`src/rtl/mcf_pkg.sv`:
```
package mcf_pkg;
    localparam int          CRC_W         = 32;
    localparam logic [31:0] CRC_POLY_REFL = 32'hEDB8_8320;
    localparam logic [31:0] CRC_PRESET    = 32'hFFFF_FFFF;
endpackage

```
`src/rtl/mcf_crc_step.sv`:
```
// One byte of reflected CRC-32, bits consumed LSB first.
module mcf_crc_step
    import mcf_pkg::*;
#(
    parameter int BYTE_W = 8
) (
    input  logic [CRC_W-1:0]  crc_i,
    input  logic [BYTE_W-1:0] data_i,
    output logic [CRC_W-1:0]  crc_o
);
    logic [BYTE_W:0][CRC_W-1:0] stage;

    assign stage[0] = crc_i;

    for (genvar g = 0; g < BYTE_W; g++) begin : g_bit
        assign stage[g+1] = (stage[g] >> 1) ^
                            ((stage[g][0] ^ data_i[g]) ? CRC_POLY_REFL : '0);
    end

    assign crc_o = stage[BYTE_W];
endmodule

```
`src/rtl/mcf_addr_seq.sv`:
```
// Byte counter and CRC accumulator; emits a done pulse with the table index.
module mcf_addr_seq
    import mcf_pkg::*;
#(
    parameter  int BYTE_W     = 8,
    parameter  int ADDR_BYTES = 6,
    parameter  int IDX_W      = 6,
    localparam int CNT_W      = $clog2(ADDR_BYTES + 1)
) (
    input  logic              clk,
    input  logic              rst_n,
    input  logic              byte_vld_i,
    input  logic              byte_first_i,
    input  logic [BYTE_W-1:0] byte_i,
    output logic              done_o,
    output logic [IDX_W-1:0]  idx_o
);
    typedef struct packed {
        logic             busy;
        logic [CNT_W-1:0] cnt;
        logic [CRC_W-1:0] crc;
        logic             done;
        logic [IDX_W-1:0] idx;
    } seq_t;

    seq_t s_d, s_q;

    logic             restart;
    logic             take;
    logic [CRC_W-1:0] crc_base;
    logic [CRC_W-1:0] crc_next;
    logic [CNT_W-1:0] cnt_next;

    assign restart  = byte_vld_i & byte_first_i;
    assign take     = byte_vld_i & (byte_first_i | s_q.busy);
    assign crc_base = restart ? CRC_PRESET : s_q.crc;
    assign cnt_next = restart ? CNT_W'(1) : s_q.cnt + CNT_W'(1);

    mcf_crc_step #(.BYTE_W(BYTE_W)) crc_step_i (
        .crc_i  (crc_base),
        .data_i (byte_i),
        .crc_o  (crc_next)
    );

    always_comb begin
        s_d      = s_q;
        s_d.done = 1'b0;
        if (take) begin
            s_d.busy = 1'b1;
            s_d.cnt  = cnt_next;
            s_d.crc  = crc_next;
            if (cnt_next == CNT_W'(ADDR_BYTES)) begin
                s_d.busy = 1'b0;
                s_d.done = 1'b1;
                // top bits of the end-to-end reversed CRC
                for (int k = 0; k < IDX_W; k++) begin
                    s_d.idx[IDX_W-1-k] = crc_next[k];
                end
            end
        end
    end

    always_ff @(posedge clk or negedge rst_n) begin
        if (!rst_n) begin
            s_q <= '{busy: 1'b0, cnt: '0, crc: CRC_PRESET, done: 1'b0, idx: '0};
        end else begin
            s_q <= s_d;
        end
    end

    assign done_o = s_q.done;
    assign idx_o  = s_q.idx;
endmodule

```
`src/rtl/mcf_hash_table.sv`:
```
// Bit table split into host-visible words; word w holds indices w*WORD_W upward.
module mcf_hash_table #(
    parameter  int WORD_W  = 32,
    parameter  int N_WORDS = 2,
    localparam int IDX_W   = $clog2(WORD_W * N_WORDS),
    localparam int BIT_W   = $clog2(WORD_W),
    localparam int SEL_W   = IDX_W - BIT_W
) (
    input  logic                      clk,
    input  logic                      rst_n,
    input  logic [SEL_W-1:0]          sel_i,
    input  logic                      wr_i,
    input  logic [WORD_W-1:0]         wdata_i,
    output logic [WORD_W-1:0]         rdata_o,
    input  logic                      set_i,
    input  logic [IDX_W-1:0]          set_idx_i,
    input  logic                      look_i,
    input  logic [IDX_W-1:0]          look_idx_i,
    output logic                      hit_o,
    output logic [WORD_W*N_WORDS-1:0] tbl_o
);
    typedef struct packed {
        logic [N_WORDS-1:0][WORD_W-1:0] word;
    } tbl_t;

    tbl_t t_d, t_q;

    logic [SEL_W-1:0] set_word;
    logic [BIT_W-1:0] set_bit;

    assign set_word = set_idx_i[IDX_W-1:BIT_W];
    assign set_bit  = set_idx_i[BIT_W-1:0];

    always_comb begin
        t_d = t_q;
        for (int w = 0; w < N_WORDS; w++) begin
            if (wr_i && sel_i == SEL_W'(w)) begin
                t_d.word[w] = wdata_i;
            end
            if (set_i && set_word == SEL_W'(w)) begin
                t_d.word[w][set_bit] = 1'b1;
            end
        end
    end

    always_ff @(posedge clk or negedge rst_n) begin
        if (!rst_n) begin
            t_q <= '0;
        end else begin
            t_q <= t_d;
        end
    end

    for (genvar w = 0; w < N_WORDS; w++) begin : g_flat
        assign tbl_o[w*WORD_W +: WORD_W] = t_q.word[w];
    end

    assign rdata_o = t_q.word[sel_i];
    assign hit_o   = look_i & tbl_o[look_idx_i];
endmodule

```
`src/rtl/mc_hash_filter.sv`:
```
module mc_hash_filter #(
    parameter  int BYTE_W     = 8,
    parameter  int ADDR_BYTES = 6,
    parameter  int WORD_W     = 32,
    parameter  int N_WORDS    = 2,
    localparam int IDX_W      = $clog2(WORD_W * N_WORDS),
    localparam int SEL_W      = IDX_W - $clog2(WORD_W)
) (
    input  logic              clk,
    input  logic              rst_n,
    input  logic              da_valid,
    input  logic              da_first,
    input  logic [BYTE_W-1:0] da_byte,
    output logic              mc_done,
    output logic              mc_hit,
    output logic [IDX_W-1:0]  mc_index,
    input  logic [SEL_W-1:0]  reg_sel,
    input  logic              reg_wr,
    input  logic [WORD_W-1:0] reg_wdata,
    output logic [WORD_W-1:0] reg_rdata,
    input  logic              set_en,
    input  logic [IDX_W-1:0]  set_idx
);
    logic                      seq_done;
    logic [IDX_W-1:0]          seq_idx;
    logic [WORD_W*N_WORDS-1:0] tbl_flat;

    mcf_addr_seq #(
        .BYTE_W     (BYTE_W),
        .ADDR_BYTES (ADDR_BYTES),
        .IDX_W      (IDX_W)
    ) seq_i (
        .clk          (clk),
        .rst_n        (rst_n),
        .byte_vld_i   (da_valid),
        .byte_first_i (da_first),
        .byte_i       (da_byte),
        .done_o       (seq_done),
        .idx_o        (seq_idx)
    );

    mcf_hash_table #(
        .WORD_W  (WORD_W),
        .N_WORDS (N_WORDS)
    ) tbl_i (
        .clk        (clk),
        .rst_n      (rst_n),
        .sel_i      (reg_sel),
        .wr_i       (reg_wr),
        .wdata_i    (reg_wdata),
        .rdata_o    (reg_rdata),
        .set_i      (set_en),
        .set_idx_i  (set_idx),
        .look_i     (seq_done),
        .look_idx_i (seq_idx),
        .hit_o      (mc_hit),
        .tbl_o      (tbl_flat)
    );

    assign mc_done  = seq_done;
    assign mc_index = seq_idx;
endmodule

```
`config.mk`:
```
export PLATFORM = sky130hd
export DESIGN_NAME = mc_hash_filter
export DESIGN_NICKNAME = d
export VERILOG_FILES = /design/src/rtl/mcf_pkg.sv /design/src/rtl/mcf_crc_step.sv /design/src/rtl/mcf_addr_seq.sv /design/src/rtl/mcf_hash_table.sv /design/src/rtl/mc_hash_filter.sv
export SDC_FILE = /design/constraint.sdc
export NUM_CORES = 1
export LEC_CHECK = 0
export BUFFER_PORTS_ARGS = -buffer_cell sky130_fd_sc_hd__buf_4
export CORE_ASPECT_RATIO = 1.1
export CORE_UTILIZATION = 50
export CTS_CLUSTER_SIZE = 40
export DETAILED_ROUTE_END_ITERATION = 16
export PLACE_DENSITY_LB_ADDON = 0.2
export SLEW_MARGIN = 15
export SYNTH_ARGS = -nofsm -noshare
export SYNTH_HDL_FRONTEND = slang
export SYNTH_SLANG_ARGS = --single-unit
```
`constraint.sdc`:
```
create_clock -name clk -period 4.8 [get_ports clk]
set_clock_uncertainty 0.15 [all_clocks]
set_input_delay 0 -clock clk [delete_from_list [all_inputs] [get_ports clk]]
set_output_delay 0 -clock clk [all_outputs]
set_load 0.005 [all_outputs]
```
; Word-level counts from Yosys, hierarchy flattened
; Cells that the tools add are included.
[word_totals]
elab_cells = 66
reg_bits = 107
out_inout_bits = 40
[op_classes]
n_reduce_logical = 6
n_addsub = 1
order_cmp = 4
n_bitwise = 24
muxes = 23
n_eq_ne = 1
[ops]
columns = op, n
row1 = $mux 32, 15
row2 = $xor 31x32->32, 8
row3 = $or 32x32->32, 2
row4 = $mux 7, 2
row5 = $xor 1x1->1, 8
row6 = $lt 6x7->1 const B, 1
row7 = $bmux 1 s6, 1
row8 = $lt 5x6->1 const B, 1
row9 = $demux 1 s5, 1
row10 = $ge 5x1->1 const B, 1
row11 = $logic_and 1x1->1, 5
row12 = $add 3x1->3 const B, 1
row13 = $and 1x1->1, 3
row14 = $eq 3x3->1 const B, 1
row15 = $mux 1, 3
row16 = $mux 3, 1
row17 = $lt 1x2->1 const B, 1
row18 = $not 1->1, 2
row19 = $reduce_and 2->1, 1
row20 = $or 1x1->1, 1

; Logic depth before layout (Yosys ltp)
[logic_depth]
depth_word = 28
ltp_mapped = 9
depth_no_buf = 6

; Hierarchy
; From an unflattened synthesis, not the netlist that was laid out.
[unflattened]
hier_cells = 597
hier_area_um2 = 6298.5
[by_module_without_submodules]
columns = module, area_per_inst_um2, cells_each, n_inst
row1 = mcf_hash_table, 3639.7, 380, 1
row2 = mcf_addr_seq, 1968.1, 145, 1
row3 = mcf_crc_step, 690.7, 72, 1

; Least setup slack after synthesis
; No wires, ideal clock.
[synth_timing]
path_kind = register -> register
startpoint = register seq_i.s_q[8] (netlist name)
endpoint = register seq_i.s_q[27] (netlist name)
period_less_slack_ns = 2.098
setup_ns = 0.072
arrival_ns = 1.876
stages_incl_launch_ff = 7
required_time_ns = 4.578
slack_ns = 2.702
path_cell_list = dfstp_2 > xnor2_1 > nor2_2 > xnor2_2 > xnor3_2 > xnor3_1 > o21ai_1
[synth_via]
elab_chain_cells = 13
[synth_lines]
columns = item, line
row1 = start: declaration, mcf_addr_seq.sv:26  ; seq_t s_d, s_q;
row2 = start signal: assignment, mcf_addr_seq.sv:65  ; s_q <= '{busy: 1'b0, cnt: '0, crc: CRC_PRESET, done: 1'b0, idx: '0};
row3 = $mux 32 (*), mcf_addr_seq.sv:36  ; assign crc_base = restart ? CRC_PRESET : s_q.crc;
row4 = $xor 31x32->32 (*), mcf_crc_step.sv:16  ; assign stage[g+1] = (stage[g] >> 1) ^
row5 = $xor 1x1->1 (*), mcf_crc_step.sv:17  ; ((stage[g][0] ^ data_i[g]) ? CRC_POLY_REFL : '0);
row6 = $mux 32 (*), mcf_crc_step.sv:17
row7 = $xor 31x32->32 (*) (6 in a row), mcf_crc_step.sv:16
row8 = $xor 1x1->1, mcf_crc_step.sv:17
row9 = $mux 32, mcf_crc_step.sv:17
row10 = $xor 31x32->32 (*), mcf_crc_step.sv:16
; Mark *: on every way between the ends. The rest lies on a longest branch, timed or not.
; A chain may end at the register's enable or synchronous reset.

; Final worst setup path
[layout_timing]
startpoint = register seq_i.s_q, in the netlist seq_i.idx_o[0]
endpoint = output port mc_hit
[layout_via]
elab_chain_cells = 3
[layout_lines]
columns = item, line
row1 = $bmux 1 s6, mcf_hash_table.sv:59  ; assign hit_o = look_i & tbl_o[look_idx_i];
row2 = $mux 1 (not written as such), mcf_hash_table.sv:59
row3 = $and 1x1->1, mcf_hash_table.sv:59
row4 = end: declaration, mc_hash_filter.sv:15  ; output logic mc_hit,
; Every way passes these cells. The select of a mux whose other input is x is not followed.

==> results.txt <==
Count leader, synth - nor2_1
Seq/Total Area, Yosys - 42.7%
Largest area contributor in the netlist - dfrtp_1
Static Leakage - 3.15 nW
Worst setup EP type - output pin
H-tree depth - 3
Total clock buffers created by CTS - 9
Clk pin slew, worst setup/hold paths - 70 ps
Layout cells sized above 1 - 29.5%
Grt ovf - 0
Status - finished, final reports clean
Post-synthesis cell area - 0.00636 mm²
Worst skew pair latency - 360 ps
Max_slew headroom - 32.1%
Post-synth top cells - nor2_1 (165), dfrtp_1 (75), o22ai_1 (64), xnor2_1 (50), nand2_1 (38)
Wirelength per Cell - 19.1 µm
ANT cells - 0
Final Wtd Congestion - 0.871
Critical path's slowest cell - dfrtp_1
Combinational Power Share - 51.3%
Worst-Margin Slew - 1020 ps
Post-synth top flop - dfrtp_1
IO Count - 93
Antenna-violating nets left - 0
Final Hold Vio Count - 0
Cells after Synth - 647
EDFF count, synth - 0
Buffer and inverter count on the worst path - 1
DP Worst Slack - 2120 ps
Worst min path class - in -> reg
Flop-to-flop setup slack - 2470 ps
Post-DP HPWL - 11.4 mm
RSZ-0062 raised after global routing - no
Via count - 5270
Clock network power share - 15.5%
Tmin final - 3020 ps
Synth Register Bits - 107
Largest net degree at the start of global routing - 63
Power Density - 601 mW/mm²
TritonRoute pass-1 iters - 5
DRC - 0
Sequential power share - 33.2%
Die outline width - 110 µm
First-pass GRT wire length - 27.2 mm
WL final - 17.4 mm
CP cell instances - mux4_2 > a22oi_1 > a21boi_0 > o311a_1 > buf_4
# fillers - 998
CP arrival - 2870 ps
P&R area growth vs syn - 22.7%
Area share of the largest cell type after synthesis - 29.5%
Pwr Total - 0.00469 W
GRT Util Overall - 27.5%
Post-CTS Setup Bufs - 0
Post-layout net count - 805
Iteration-0 DRC Markers - 443
Die Y - 120 µm
CP max stage delay - 1010 ps
Clk root buf - clkbuf_16
Net Count, Synth - 701
Worst IR Drop VDD - 0.000483 V
Final setup viols - 0
Setup TNS - 0 ps
Internal Power - 0.00295 W
CTS max path bufs - 2
Clock Sinks - 107
Final Cycle Share - 62.8%
CTS Hold Buffers Added - 44
IO Port Bufs - 92
Post-route cell area - 0.00781 mm²
Vias in the first global route - 5061
Yosys cell types - 46
Number of max-cap violations - 0
Initial Utilization - 52.0%
Row count - 42
Critical path class - reg -> out
Main area contributors after synthesis - dfrtp_1 (29%), dfstp_2 (13%), nor2_1 (9.7%)
Crit path max fanout - 18
CTS tree - yes
Final-report max-slew violation count - 0
Initial antenna violation count - 0
Sw Ratio - 37.0%
Core area - 0.0122 mm²
Sw Pwr - 0.00174 W
Dpl cell area - 0.00708 mm²
Peak Freq - 332 MHz
Avg Cell Area, Syn - 9.84 µm²
Ys async rst share - 100%
Die area - 0.0132 mm²
Vias per cell - 5.79
Yosys warnings - 0
Final WS setup - 1780 ps
WP data required - 4650 ps
Post-CTS Resized - 0
Nature of the critical path startpoint - flip-flop
CP top delay family - flip-flops
## metal layers
metal / track usage (%) / routed length [µm] / up-vias
li1: - / - / 2426
met1: 36.1 / 7080 / 2550
met2: 45.0 / 8650 / 242
met3: 5.50 / 1130 / 52
met4: 9.92 / 520 / 0
met5: 0 / 0 / -
## final timing paths
check                                            from                    endpoint  depth (start not counted)
setup / recovery           seq_i.idx_o[0]$_DFFE_PN0P_                      mc_hit                          5
hold / removal                             da_byte[3]   seq_i.s_q[18]$_DFFE_PN1P_                          4
setup reg to reg             seq_i.s_q[7]$_DFFE_PN1P_   seq_i.s_q[26]$_DFFE_PN1P_                          6
hold reg to reg             seq_i.s_q[31]$_DFFE_PN1P_   seq_i.s_q[31]$_DFFE_PN1P_                          2
max in group asynchronous                       rst_n  seq_i.idx_o[1]$_DFFE_PN0P_                          3
min in group asynchronous                       rst_n   seq_i.s_q[41]$_DFFE_PN0P_                          2
## cell usage in the layout, fill, tap and decap left out, types with 8 or more instances in the layout
cell type      count
nor2_1           165
a22oi_1            8
mux2_2            35
dfrtp_1           75
xnor2_1           50
dfstp_2           32
o21ai_0           26
mux4_2            16
nand2_1           38
dlygate4sd3_1     44
o22ai_1           64
clkbuf_16          9
a21oi_1           12
xor2_1            13
buf_4             99
## cell type report
class | instances | area [µm²] | area share [%]
flip-flops and latches | 107 | 2720 | 34.8
well taps | 154 | 193 | 2.47
multi-input cells | 489 | 3430 | 43.9
inverters | 1 | 3.75 | 0.0480
clock inverters | 5 | 35.0 | 0.448
clock buffers | 11 | 253 | 3.24
repair buffers | 143 | 1180 | 15.2
## through the flow
step | utilization (%) | cells | hold WS, ps
after floorplan | - | 647 | -446
after global placement | 57.9 | 850 | -87.8
after detailed placement | 57.9 | 850 | -83.5
after CTS | 63.8 | 910 | 6.22
after global routing | 63.8 | 910 | 29.2
final | 63.8 | 910 | 7.57
## worst reg2reg max path: cells and delay by family (launching register included)
| family | cells | cell delay (ps) |
|---|---|---|
| xor gates and xnor gates | 4 | 1320 |
| DFF | 1 | 570 |
| AOI/OAI and AO/OA | 2 | 220 |
## cells by family (layout without fill, tap and decap cells)
| group | count (synthesis) | in the layout | share of synthesized area [%] |
|---|---|---|---|
| multiplexers | 51 | 51 | 11.9 |
| adder cells (fa/ha/maj) | 1 | 1 | 0.197 |
| flip-flops | 107 | 107 | 42.7 |
| AO/OA/AOI/OAI | 122 | 122 | 11.5 |
| AND/OR/NAND/NOR | 234 | 234 | 15.5 |
| buffers and inverters | 51 | 160 | 3.77 |
| XOR/XNOR | 81 | 81 | 14.5 |
## power groups by stage
| stage | logic, W | clock network (W) | registers, W |
|---|---|---|---|
| floorplan | 0.00200 | 0 | 0.00142 |
| global placement | 0.00232 | 0 | 0.00156 |
| global route | 0.00262 | 0.000770 | 0.00160 |
| CTS | 0.00242 | 0.000736 | 0.00156 |
| finish | 0.00241 | 0.000726 | 0.00156 |
| detailed placement | 0.00237 | 0 | 0.00157 |
## sequential cells by signal (all words and copies together) (netlist names)
name / flops
seq_i.done_o: 1
seq_i.idx_o: 6
seq_i.s_q: 36
tbl_i.tbl_o: 64
Note: power is estimated with default switching activity, not from simulation.
